### config.mk
export PLATFORM = sky130hd
export DESIGN_NAME = swk_cfg_bank
export DESIGN_NICKNAME = d
export VERILOG_FILES = /design/src/rtl/swk_pkg.sv /design/src/rtl/swk_addr_dec.sv /design/src/rtl/swk_filter_regs.sv /design/src/rtl/swk_arm_ctrl.sv /design/src/rtl/swk_cfg_bank.sv
export SDC_FILE = /design/constraint.sdc
export NUM_CORES = 1
export LEC_CHECK = 0
export ABC_AREA = 1
export BUFFER_PORTS_ARGS = -buffer_cell sky130_fd_sc_hd__buf_2
export CORE_ASPECT_RATIO = 1.25
export CORE_MARGIN = 4
export CORE_UTILIZATION = 25
export CTS_BUF_LIST = sky130_fd_sc_hd__clkbuf_4 sky130_fd_sc_hd__clkbuf_8 sky130_fd_sc_hd__clkbuf_16
export CTS_CLUSTER_DIAMETER = 100
export DETAILED_ROUTE_END_ITERATION = 10
export HOLD_SLACK_MARGIN = 0.12
export SYNTH_ARGS = -nofsm -noshare
export SYNTH_HDL_FRONTEND = slang
export SYNTH_SLANG_ARGS = --single-unit
### constraint.sdc
create_clock -name clk -period 4.39 [get_ports clk]
set_input_delay 0.439 -clock clk [delete_from_list [all_inputs] [get_ports clk]]
set_output_delay 0.439 -clock clk [all_outputs]
set_load 0.02 [all_outputs]
### src/rtl/swk_pkg.sv
package swk_pkg;

    // One-hot-ish address selection produced by the decoder
    typedef struct packed {
        logic       id;
        logic       mask;
        logic       dlc;
        logic       data;
        logic       cfg1;
        logic       cnt;
        logic       thr;
        logic       cfg4;
        logic       ctrl;
        logic       mode;
        logic       window;
        logic [7:0] off;
    } swk_sel_t;

endpackage

### src/rtl/swk_addr_dec.sv
module swk_addr_dec
    import swk_pkg::*;
#(
    parameter logic [7:0] ID_BASE    = 8'h30,
    parameter int         ID_BYTES   = 4,
    parameter int         MASK_BYTES = 4,
    parameter int         DATA_BYTES = 8,
    parameter logic [7:0] CFG_BASE   = 8'h44,
    parameter logic [7:0] CTRL_ADDR  = 8'h10,
    parameter logic [7:0] MODE_ADDR  = 8'h0C
) (
    input  logic [7:0] addr,
    output swk_sel_t   sel
);
    localparam logic [7:0] MASK_BASE = ID_BASE + 8'(ID_BYTES);
    localparam logic [7:0] DLC_ADDR  = MASK_BASE + 8'(MASK_BYTES);
    localparam logic [7:0] DATA_BASE = DLC_ADDR + 8'd1;
    localparam logic [7:0] CNT_ADDR  = CFG_BASE + 8'd1;
    localparam logic [7:0] THR_ADDR  = CFG_BASE + 8'd2;
    localparam logic [7:0] CFG4_ADDR = CFG_BASE + 8'd3;

    always_comb begin
        sel        = '0;
        sel.id     = (addr >= ID_BASE)   && (addr < MASK_BASE);
        sel.mask   = (addr >= MASK_BASE) && (addr < DLC_ADDR);
        sel.dlc    = (addr == DLC_ADDR);
        sel.data   = (addr >= DATA_BASE) && (addr < DATA_BASE + 8'(DATA_BYTES));
        sel.cfg1   = (addr == CFG_BASE);
        sel.cnt    = (addr == CNT_ADDR);
        sel.thr    = (addr == THR_ADDR);
        sel.cfg4   = (addr == CFG4_ADDR);
        sel.ctrl   = (addr == CTRL_ADDR);
        sel.mode   = (addr == MODE_ADDR);
        // protected window: filter bytes up to the rate byte, plus threshold
        sel.window = ((addr >= ID_BASE) && (addr <= CFG_BASE)) || sel.thr;
        if (sel.id)        sel.off = addr - ID_BASE;
        else if (sel.mask) sel.off = addr - MASK_BASE;
        else if (sel.data) sel.off = addr - DATA_BASE;
        else               sel.off = '0;
    end
endmodule

### src/rtl/swk_filter_regs.sv
module swk_filter_regs #(
    parameter int         ID_BYTES   = 4,
    parameter int         MASK_BYTES = 4,
    parameter int         DATA_BYTES = 8,
    parameter logic [7:0] THR_RESET  = 8'd31
) (
    input  logic                    clk,
    input  logic                    rst_n,
    input  logic                    we,
    input  logic [7:0]              wdata,
    input  logic                    hit_id,
    input  logic                    hit_mask,
    input  logic                    hit_dlc,
    input  logic                    hit_data,
    input  logic                    hit_cfg1,
    input  logic                    hit_thr,
    input  logic                    hit_cnt,
    input  logic [7:0]              off,
    output logic [ID_BYTES*8-1:0]   id_o,
    output logic [MASK_BYTES*8-1:0] mask_o,
    output logic [7:0]              dlc_o,
    output logic [DATA_BYTES*8-1:0] data_o,
    output logic [5:0]              cfg1_o,
    output logic [7:0]              thr_o
);
    typedef struct packed {
        logic [ID_BYTES-1:0][7:0]   id;
        logic [MASK_BYTES-1:0][7:0] mask;
        logic [7:0]                 dlc;
        logic [DATA_BYTES-1:0][7:0] data;
        logic [5:0]                 cfg1;
        logic [7:0]                 thr;
    } fregs_t;

    fregs_t st_d, st_q;

    always_comb begin
        st_d = st_q;
        if (we) begin
            for (int i = 0; i < ID_BYTES; i++)
                if (hit_id && off == 8'(i)) st_d.id[i] = wdata;
            for (int i = 0; i < MASK_BYTES; i++)
                if (hit_mask && off == 8'(i)) st_d.mask[i] = wdata;
            for (int i = 0; i < DATA_BYTES; i++)
                if (hit_data && off == 8'(i)) st_d.data[i] = wdata;
            if (hit_dlc)  st_d.dlc  = wdata;
            if (hit_cfg1) st_d.cfg1 = wdata[7:2];
            if (hit_thr)  st_d.thr  = wdata;
        end
    end

    always_ff @(posedge clk) begin
        if (!rst_n) begin
            st_q     <= '0;
            st_q.thr <= THR_RESET;
        end else begin
            st_q <= st_d;
        end
    end

    assign id_o   = st_q.id;
    assign mask_o = st_q.mask;
    assign dlc_o  = st_q.dlc;
    assign data_o = st_q.data;
    assign cfg1_o = st_q.cfg1;
    assign thr_o  = st_q.thr;

    // counter byte is read-only: a write there leaves every stored byte
    assert_cnt_ignored_R6: assert property (@(posedge clk) disable iff (!rst_n)
        (we && hit_cnt) |=> $stable(st_q));

    assert_thr_load_R7: assert property (@(posedge clk) disable iff (!rst_n)
        (we && hit_thr) |=> (thr_o == $past(wdata)));
endmodule

### src/rtl/swk_arm_ctrl.sv
module swk_arm_ctrl #(
    parameter logic [7:0] CTRL_RESET = 8'h04,
    parameter logic [2:0] STBY_CODE  = 3'b100
) (
    input  logic       clk,
    input  logic       rst_n,
    input  logic       we,
    input  logic [7:0] wdata,
    input  logic       hit_ctrl,
    input  logic       hit_mode,
    input  logic       hit_cfg4,
    input  logic       in_window,
    input  logic       ovf_evt,
    output logic [7:0] ctrl_o,
    output logic [2:0] mode_o,
    output logic       cfg_o,
    output logic       armed_o
);
    typedef struct packed {
        logic [7:0] ctrl;
        logic [2:0] mode;
        logic       cfg;
        logic       armed;
    } arm_t;

    arm_t st_d, st_q;
    logic keep;

    always_comb begin
        st_d = st_q;
        if (we && hit_ctrl) st_d.ctrl = wdata;
        if (we && hit_mode) st_d.mode = wdata[2:0];
        // flag: overflow dominates, then explicit load, then window disturb
        if (ovf_evt)                st_d.cfg = 1'b0;
        else if (we && hit_cfg4)    st_d.cfg = wdata[7];
        else if (we && in_window)   st_d.cfg = 1'b0;
        keep = st_d.cfg && st_d.ctrl[7];
        if (!keep)                  st_d.armed = 1'b0;
        else if (we && hit_mode)    st_d.armed = (wdata[2:0] == STBY_CODE);
    end

    always_ff @(posedge clk) begin
        if (!rst_n) begin
            st_q      <= '0;
            st_q.ctrl <= CTRL_RESET;
        end else begin
            st_q <= st_d;
        end
    end

    assign ctrl_o  = st_q.ctrl;
    assign mode_o  = st_q.mode;
    assign cfg_o   = st_q.cfg;
    assign armed_o = st_q.armed;

    assert_cfg_load_R3: assert property (@(posedge clk) disable iff (!rst_n)
        (we && hit_cfg4 && !ovf_evt) |=> (cfg_o == $past(wdata[7])));

    assert_win_clear_R4: assert property (@(posedge clk) disable iff (!rst_n)
        (we && in_window) |=> !cfg_o);

    assert_ovf_clear_R5: assert property (@(posedge clk) disable iff (!rst_n)
        ovf_evt |=> !cfg_o);

    assert_arm_source_R11: assert property (@(posedge clk) disable iff (!rst_n)
        $rose(armed_o) |-> $past(we && hit_mode && (wdata[2:0] == STBY_CODE)));
endmodule

### src/rtl/swk_cfg_bank.sv
module swk_cfg_bank
    import swk_pkg::*;
#(
    parameter logic [7:0] ID_BASE    = 8'h30,
    parameter int         ID_BYTES   = 4,
    parameter int         MASK_BYTES = 4,
    parameter int         DATA_BYTES = 8,
    parameter logic [7:0] CFG_BASE   = 8'h44,
    parameter logic [7:0] CTRL_ADDR  = 8'h10,
    parameter logic [7:0] MODE_ADDR  = 8'h0C,
    parameter logic [7:0] CTRL_RESET = 8'h04,
    parameter logic [7:0] THR_RESET  = 8'd31,
    parameter logic [2:0] STBY_CODE  = 3'b100
) (
    input  logic                    clk,
    input  logic                    rst_n,
    input  logic [7:0]              host_addr,
    input  logic [7:0]              host_wdata,
    input  logic                    host_we,
    output logic [7:0]              host_rdata,
    input  logic [7:0]              err_count_in,
    input  logic                    err_ovf_evt,
    output logic [ID_BYTES*8-1:0]   flt_id,
    output logic [MASK_BYTES*8-1:0] flt_mask,
    output logic [7:0]              flt_dlc_mask,
    output logic [DATA_BYTES*8-1:0] flt_data,
    output logic                    fd_passive,
    output logic [2:0]              nom_rate,
    output logic [1:0]              fd_rate,
    output logic [7:0]              err_thresh,
    output logic                    cfg_valid,
    output logic                    wake_en,
    output logic                    wake_armed
);
    swk_sel_t   sel;
    logic [5:0] cfg1_q;
    logic [7:0] ctrl_q;
    logic [2:0] mode_q;

    swk_addr_dec #(
        .ID_BASE(ID_BASE), .ID_BYTES(ID_BYTES), .MASK_BYTES(MASK_BYTES),
        .DATA_BYTES(DATA_BYTES), .CFG_BASE(CFG_BASE),
        .CTRL_ADDR(CTRL_ADDR), .MODE_ADDR(MODE_ADDR)
    ) u_dec (
        .addr (host_addr),
        .sel  (sel)
    );

    swk_filter_regs #(
        .ID_BYTES(ID_BYTES), .MASK_BYTES(MASK_BYTES),
        .DATA_BYTES(DATA_BYTES), .THR_RESET(THR_RESET)
    ) u_regs (
        .clk      (clk),
        .rst_n    (rst_n),
        .we       (host_we),
        .wdata    (host_wdata),
        .hit_id   (sel.id),
        .hit_mask (sel.mask),
        .hit_dlc  (sel.dlc),
        .hit_data (sel.data),
        .hit_cfg1 (sel.cfg1),
        .hit_thr  (sel.thr),
        .hit_cnt  (sel.cnt),
        .off      (sel.off),
        .id_o     (flt_id),
        .mask_o   (flt_mask),
        .dlc_o    (flt_dlc_mask),
        .data_o   (flt_data),
        .cfg1_o   (cfg1_q),
        .thr_o    (err_thresh)
    );

    swk_arm_ctrl #(
        .CTRL_RESET(CTRL_RESET), .STBY_CODE(STBY_CODE)
    ) u_arm (
        .clk       (clk),
        .rst_n     (rst_n),
        .we        (host_we),
        .wdata     (host_wdata),
        .hit_ctrl  (sel.ctrl),
        .hit_mode  (sel.mode),
        .hit_cfg4  (sel.cfg4),
        .in_window (sel.window),
        .ovf_evt   (err_ovf_evt),
        .ctrl_o    (ctrl_q),
        .mode_o    (mode_q),
        .cfg_o     (cfg_valid),
        .armed_o   (wake_armed)
    );

    assign fd_passive = cfg1_q[5];
    assign nom_rate   = cfg1_q[4:2];
    assign fd_rate    = cfg1_q[1:0];
    assign wake_en    = ctrl_q[7];

    // read-back mux
    always_comb begin
        host_rdata = '0;
        for (int i = 0; i < ID_BYTES; i++)
            if (sel.id && sel.off == 8'(i)) host_rdata = flt_id[i*8 +: 8];
        for (int i = 0; i < MASK_BYTES; i++)
            if (sel.mask && sel.off == 8'(i)) host_rdata = flt_mask[i*8 +: 8];
        for (int i = 0; i < DATA_BYTES; i++)
            if (sel.data && sel.off == 8'(i)) host_rdata = flt_data[i*8 +: 8];
        if (sel.dlc)  host_rdata = flt_dlc_mask;
        if (sel.cfg1) host_rdata = {cfg1_q, 2'b00};
        if (sel.cnt)  host_rdata = err_count_in;
        if (sel.thr)  host_rdata = err_thresh;
        if (sel.cfg4) host_rdata = {cfg_valid, 7'b0};
        if (sel.ctrl) host_rdata = ctrl_q;
        if (sel.mode) host_rdata = {5'b0, mode_q};
    end

    // armed never outlives its conditions
    assert_armed_needs_cfg_R11: assert property (@(posedge clk) disable iff (!rst_n)
        ($fell(cfg_valid) || $fell(wake_en)) |-> !wake_armed);
endmodule

==> results of run 1 <==
==> metrics by stage <==
step,instances,power [mW],hold slack (ns),setup slack [ns]
floorplan,1276,1.76,0.441,0.470
global placement,1909,1.96,0.458,-0.292
detailed placement,1909,1.96,0.462,-0.293
CTS,1955,3.62,0.269,-0.0232
global route,1971,3.79,0.295,-0.352
finish,1971,3.66,0.287,-0.0894
==> layout make-up <==
cell class / instances / area share [%]
clock buffers: 17 / 3.62
clock inverters: 15 / 1.64
inverters: 121 / 4.10
multi-input cells: 933 / 41.9
flip-flops and latches: 163 / 27.8
well taps: 418 / 4.45
repair buffers: 304 / 16.5
==> worst paths after layout <==
path | cells after the start | from | end | slack (ns)
hold reg to reg | 2 | u_regs.data_o[50] | u_regs.data_o[50] | 0.47
setup / recovery | 38 | host_addr[2] | host_rdata[7] | -0.09
hold / removal | 3 | err_ovf_evt | u_arm.cfg_o | 0.29
setup reg to reg | 4 | u_arm.ctrl_o[7] | u_arm.armed_o | 3.51
==> metal layers <==
layer  track usage (%)  up-vias  routed length [um]
li1                  -     4693                   -
met1              23.0     4550               14500
met2              34.3      338               18600
met3              2.95       76                2040
met4              7.19        0                1330
met5                 0        -                   0
==> worst max-delay path: cells and delay by family <==
family	cells	cell delay (ns)
adders and majority gates	1	0.20
and+or+nand+nor	29	2.40
buffers and inverters	6	0.70
AOI/OAI and AO/OA	2	0.28
==> sequential cells by signal (all words and copies together) (netlist names) <==
name / count
u_arm.armed_o: 1
u_arm.cfg_o: 1
u_arm.ctrl_o: 8
u_arm.mode_o: 3
u_regs.cfg1_o: 6
u_regs.data_o: 64
u_regs.dlc_o: 8
u_regs.id_o: 32
u_regs.mask_o: 32
u_regs.thr_o: 8
==> cells by family after synthesis <==
| group | Yosys count | synth area share (%) |
|---|---|---|
| compound gates | 342 | 21.7 |
| flops | 163 | 39.2 |
| simple gates | 578 | 28.8 |
| buf+inv | 180 | 8.32 |
| fa+ha+maj | 13 | 1.96 |
==> cell usage in the layout, fill, tap and decap left out, drive strengths merged, types with 6 or more instances in the layout <==
cell    Yosys  final
nand2     320    320
buf         6    304
a21oi     186    186
nor2      179    179
dfxtp     163    163
inv       120    127
o21ai     118    118
nand3      62     62
a211oi     17     17
clkbuf     53     17
ha         13     13
a31oi      12     12
nand4       8      8
o211ai      6      6
==> power breakdown <==
group          internal (mW)  total, mW  switching, mW
Combinational          0.203      0.551          0.348
Clock                  0.913       1.61          0.702
Sequential              1.49       1.50        0.00976
Total                   2.61       3.66           1.06
==> repair_timing <==
| item | 4_1_cts | 5_1_grt |
|---|---|---|
| pin swaps | 20 | 80 |
| setup buffers | 14 | 16 |
| hold endpoints to repair | 0 | 0 |
| hold buffers | 0 | 0 |
| setup endpoints to repair | 8 | 8 |
| gates resized for setup | 65 | 131 |
==> impl_results.md, run 1 <==
* Final Hold Fails at 0
* Syn nets at 1317
* Crit path required time at 3.95 ns
* Synth Area per Inst at 6.52 sq um
* Sequential Area at 0.00326 sq mm
* Routability cong. at 0.897
* Multi-input gate area at 0.00492 sq mm
* Grt total ovfl at 0
* RSZ-0062 raised after global routing: yes
* Die ar. at 0.0363 sq mm
* Slew HR at 36.3%
* Share of the synthesized area in the top cell type at 39.2%
* Iteration-0 DRC Markers at 853
* EDFF count, synth at 0
* Outcome: finished, violations left
* Leakage at 5.47 nW
* Layout area overhead at 41.3%
* Worst Setup Start Kind: primary input
* Fin crit share at 102%
* Crit-path max FO at 6
* N_diodes at 0
* Worst path slowest cell: ha_2
* Most Frequent Cell on Critical Path: nand2_1
* Max-cap violations at 0
* Routed vias/inst at 4.90
* CTS tree: built
* Async SR Flop Fraction at 0%
* Placed Area at 0.0102 sq mm
* VDD IR max at 231 uV
* Class of the worst hold path: in -> reg
* Final Core Density at 35.8%
* Routed via count at 9657
* Filler cell count at 3531
* Reg clk slew, reported paths at 0.06 ns
* Die Ht at 212 um
* Largest net degree at the start of global routing at 64
* Cell variety after synth at 34
* # nets final at 1581
* Clock Sinks at 163
* Seq/Total Area, Yosys at 39.2%
* Seq cells post-synth at 163
* Gr usage total at 19.2%
* Crit-path max cell delay at 0.20 ns
* H-tree Lvls at 4
* PD cells at 312 mW/mm^2
* Layout cells sized above 1 at 31.4%
* Ranking of synthesized cells by area: dfxtp_1 39%, nand2_1 14%, a21oi_1 11%, nor2_1 7.6%, o21ai_0 6.5%
* Final wirelength at 36400 um
* Slew @ Worst Pin at 0.954 ns
* Setup TNS at -0.277 ns
* Vias in the first global route at 9241
* Min Clock Period, post-route at 4.48 ns
* Data arrival, critical path at 4.04 ns
* Max-slew violations at 0
* Endpoints failing setup at 6
* Drt wl/cell at 18.5 um
* Post-synth top area cell: dfxtp_1
* Top_reg_cell synth: dfxtp_1
* Clk_lat worst skew at 0.43 ns
* Yosys warning total at 0
* Antenna violations before repair at 0
* TritonCTS Buffers at 17
* # IOs at 189
* Final ANT Viol Nets at 0
* Port Buffers at 188
* Clk_skew at 0.000994 ns
* Synth top cells by count: 311 x nand2_1, 186 x a21oi_1, 169 x nor2_1
* Violated checks: setup timing
* Die Wd at 171 um
* Initial core utilization at 25.4%
* Count leader, synth: nand2_1
* Worst setup EP type: output pin
* Fmax at 223 MHz
* Fin area at 0.0118 sq mm
* Core box area at 0.0328 sq mm
* Max Root-Sink Buffers at 2
* Final worst slack at -0.0894 ns
* Syn Inst Count at 1276
* Mapped Area at 0.00832 sq mm
* Row cnt at 74
* First-pass GRT wire length at 53300 um
* Hpwl dp at 26200 um
* Pre-antenna DRT Iters at 5
* Clk Tree Root Cell: clkbuf_16
* WS Path Type: in -> out
* DRC at 0
No activity file was read; power rests on OpenSTA's default activity.
==> inputs of run 2 (changes only) <==
Clock period 4.39 ns to 5.5 ns, I/O delays scaled along.
==> impl_results.md, run 2 (synthesis results as in run 1) <==
* R2R Setup Slk at 4.60 ns (+1.09 ns)
* Pre-antenna DRT Iters at 5 (unchanged)
* PD cells at 266 mW/mm^2 (-15%)
* Outcome: finished, final reports clean
* P_int at 1.91 mW (-27%)
* Most Frequent Cell on Critical Path: nand2_1
* Clock share of power at 45.3% (+1.2 points)
* TritonCTS Buffers at 17 (unchanged)
* Largest net degree at the start of global routing at 101 (+58%)
* Clk_skew at 0.00247 ns (+0.00148 ns)
* Routability cong. at 0.887 (-1.1%)
* Clock Sinks at 163 (unchanged)
* Worst path slowest cell: ha_1
* Clk Tree Root Cell: clkbuf_16
* Die Ht at 212 um (unchanged)
* Crit-path max FO at 9 (+3)
* Register share of total power at 43.8% (+2.9 points)
* Commonest non-fill, non-tap cells in the layout: 311 x nand2_1, 188 x buf_2, 186 x a21oi_1
* Data arrival, critical path at 4.53 ns (+0.49 ns)
* Min Clock Period, post-route at 5.08 ns
* Layout cells sized above 1 at 18.9% (-13 points)
* Iteration-0 DRC Markers at 841 (-1.4%)
* CTS tree: built
* Min-Delay Path Depth at 3 (unchanged)
* Sw frac at 29.8% (+0.94 points)
* Setup TNS at 0 ns (+0.277 ns)
* Reg clk slew, reported paths at 0.08 ns (+0.02 ns)
* Crit path required time at 4.95 ns (+1.00 ns)
* WS Path Type: in -> out
* Max-slew violations at 0 (unchanged)
* Max-cap violations at 0 (unchanged)
* # IOs at 189 (unchanged)
* Core box area at 0.0328 sq mm (unchanged)
* Placed insts at 1835 (-3.9%)
* RSZ-0062 raised after global routing: no
* Die ar. at 0.0363 sq mm (unchanged)
* Crit-path max cell delay at 0.29 ns (+0.09 ns)
* Gr usage total at 18.3% (-0.89 points)
* Routed vias/inst at 4.88 (-0.34%)
* Worst Setup Start Kind: primary input
* Worst setup EP type: output pin
* Max Root-Sink Buffers at 2 (unchanged)
* Clk_lat worst skew at 0.44 ns (about the same)
* Endpoints failing setup at 0 (-6)
* DRC at 0 (unchanged)
* # nets final at 1479 (-6.5%)
* Row cnt at 74 (unchanged)
* Final wirelength at 34000 um (-6.6%)
* Leakage at 4.80 nW (-12%)
* Vias in the first global route at 8441 (-8.7%)
* Drt wl/cell at 18.2 um (-1.6%)
* Slew @ Worst Pin at 1.17 ns (+0.218 ns)
* Filler cell count at 3689 (+4.5%)
* Grt total ovfl at 0 (unchanged)
* Hpwl dp at 25400 um (-3.2%)
* Comb power frac at 10.8% (-4.2 points)
* R2r worst-path depth at 4 (unchanged)
* Tot Pwr at 2.73 mW (-26%)
* First-pass GRT wire length at 50400 um (-5.4%)
* Final Core Density at 31.3% (-4.5 points)
* Final Instance Count excl. Fillers at 1870 (-5.1%)
* Die Wd at 171 um (unchanged)
* Largest register FFs at 64 (unchanged)
* Port Buffers at 188 (unchanged)
* Antenna violations before repair at 1 (+1)
* Initial core utilization at 25.4% (unchanged)
* Final ANT Viol Nets at 0 (unchanged)
* Layout area overhead at 23.5%
* Final Hold Fails at 0 (unchanged)
* Post-CTS Hold Fix Bufs at 0 (unchanged)
* Routed via count at 9131 (-5.4%)
* Class of the worst hold path: in -> reg
* Fin crit share at 92.4%
* Most common cell after layout, fill and taps aside: nand2_1
* VDD IR max at 180 uV (-22%)
* Slew HR at 21.3% (-15 points)
* H-tree Lvls at 4 (unchanged)
* Psw at 0.814 mW (-23%)
* Fmax at 197 MHz
## run 2: cell count changes in the layout (fill, tap and decap cells not counted), sizes merged
cell / previous run / this run
clkinvlp: 2 / 1
buf: 304 / 202
clkinv: 4 / 6
bufinv: 3 / 1
inv: 127 / 128
diode: 0 / 1
## run 2: metrics by stage
| stage | setup slack, ns | hold WS [ns] | area (sq um) |
|---|---|---|---|
| global placement | 0.340 | 0.457 | 9640 |
| global route | 0.0115 | 0.394 | 10300 |
| detailed placement | 0.369 | 0.463 | 9640 |
| floorplan | 1.36 | 0.441 | 8320 |
| finish | 0.415 | 0.384 | 10300 |
| CTS | 0.361 | 0.368 | 10200 |
## run 2: cell type report
class | instances | area (sq um) | share of cell area, %
clock inverters | 15 | 168 | 1.63
flip-flops and latches | 163 | 3260 | 31.8
repair buffers | 202 | 1050 | 10.2
diodes | 1 | 2.50 | 0.0244
clock buffers | 17 | 425 | 4.14
inverters | 121 | 457 | 4.45
multi-input cells | 933 | 4380 | 42.7
well taps | 418 | 523 | 5.09
## run 2: final timing paths
check	from	end
setup / recovery	host_addr[2]	host_rdata[1]
hold / removal	err_ovf_evt	u_arm.cfg_o
setup reg to reg	u_arm.ctrl_o[7]	u_arm.armed_o
hold reg to reg	u_regs.id_o[20]	u_regs.id_o[20]
## run 2: timing repair
item	in CTS	in global routing
endpoints found under the setup margin	0	5
buffers inserted	0	2
gates resized for setup	0	8
## run 2: worst max-delay path, delay by kind of cell
kind	cells	cell delay, ns
AND/OR/NAND/NOR	34	3.03
AO/OA/AOI/OAI	1	0.16
adder cells (fa/ha/maj)	1	0.29
buffers and inverters	4	0.52
## run 2: layer usage
layer | vias to the layer above | wire length (um) | GRT usage, %
met5 | - | 0 | 0
met4 | 0 | 1290 | 7.60
met3 | 64 | 2150 | 3.74
met2 | 347 | 16800 | 31.5
met1 | 4222 | 13800 | 22.1
li1 | 4498 | - | -
## run 2: power by group through the flow
stage | Combinational, mW | Sequential [mW] | Clock (mW)
after global placement | 0.291 | 1.22 | 0
after CTS | 0.293 | 1.20 | 1.26
after global routing | 0.326 | 1.20 | 1.31
after floorplan | 0.175 | 1.23 | 0
final | 0.296 | 1.20 | 1.24
after detailed placement | 0.291 | 1.22 | 0
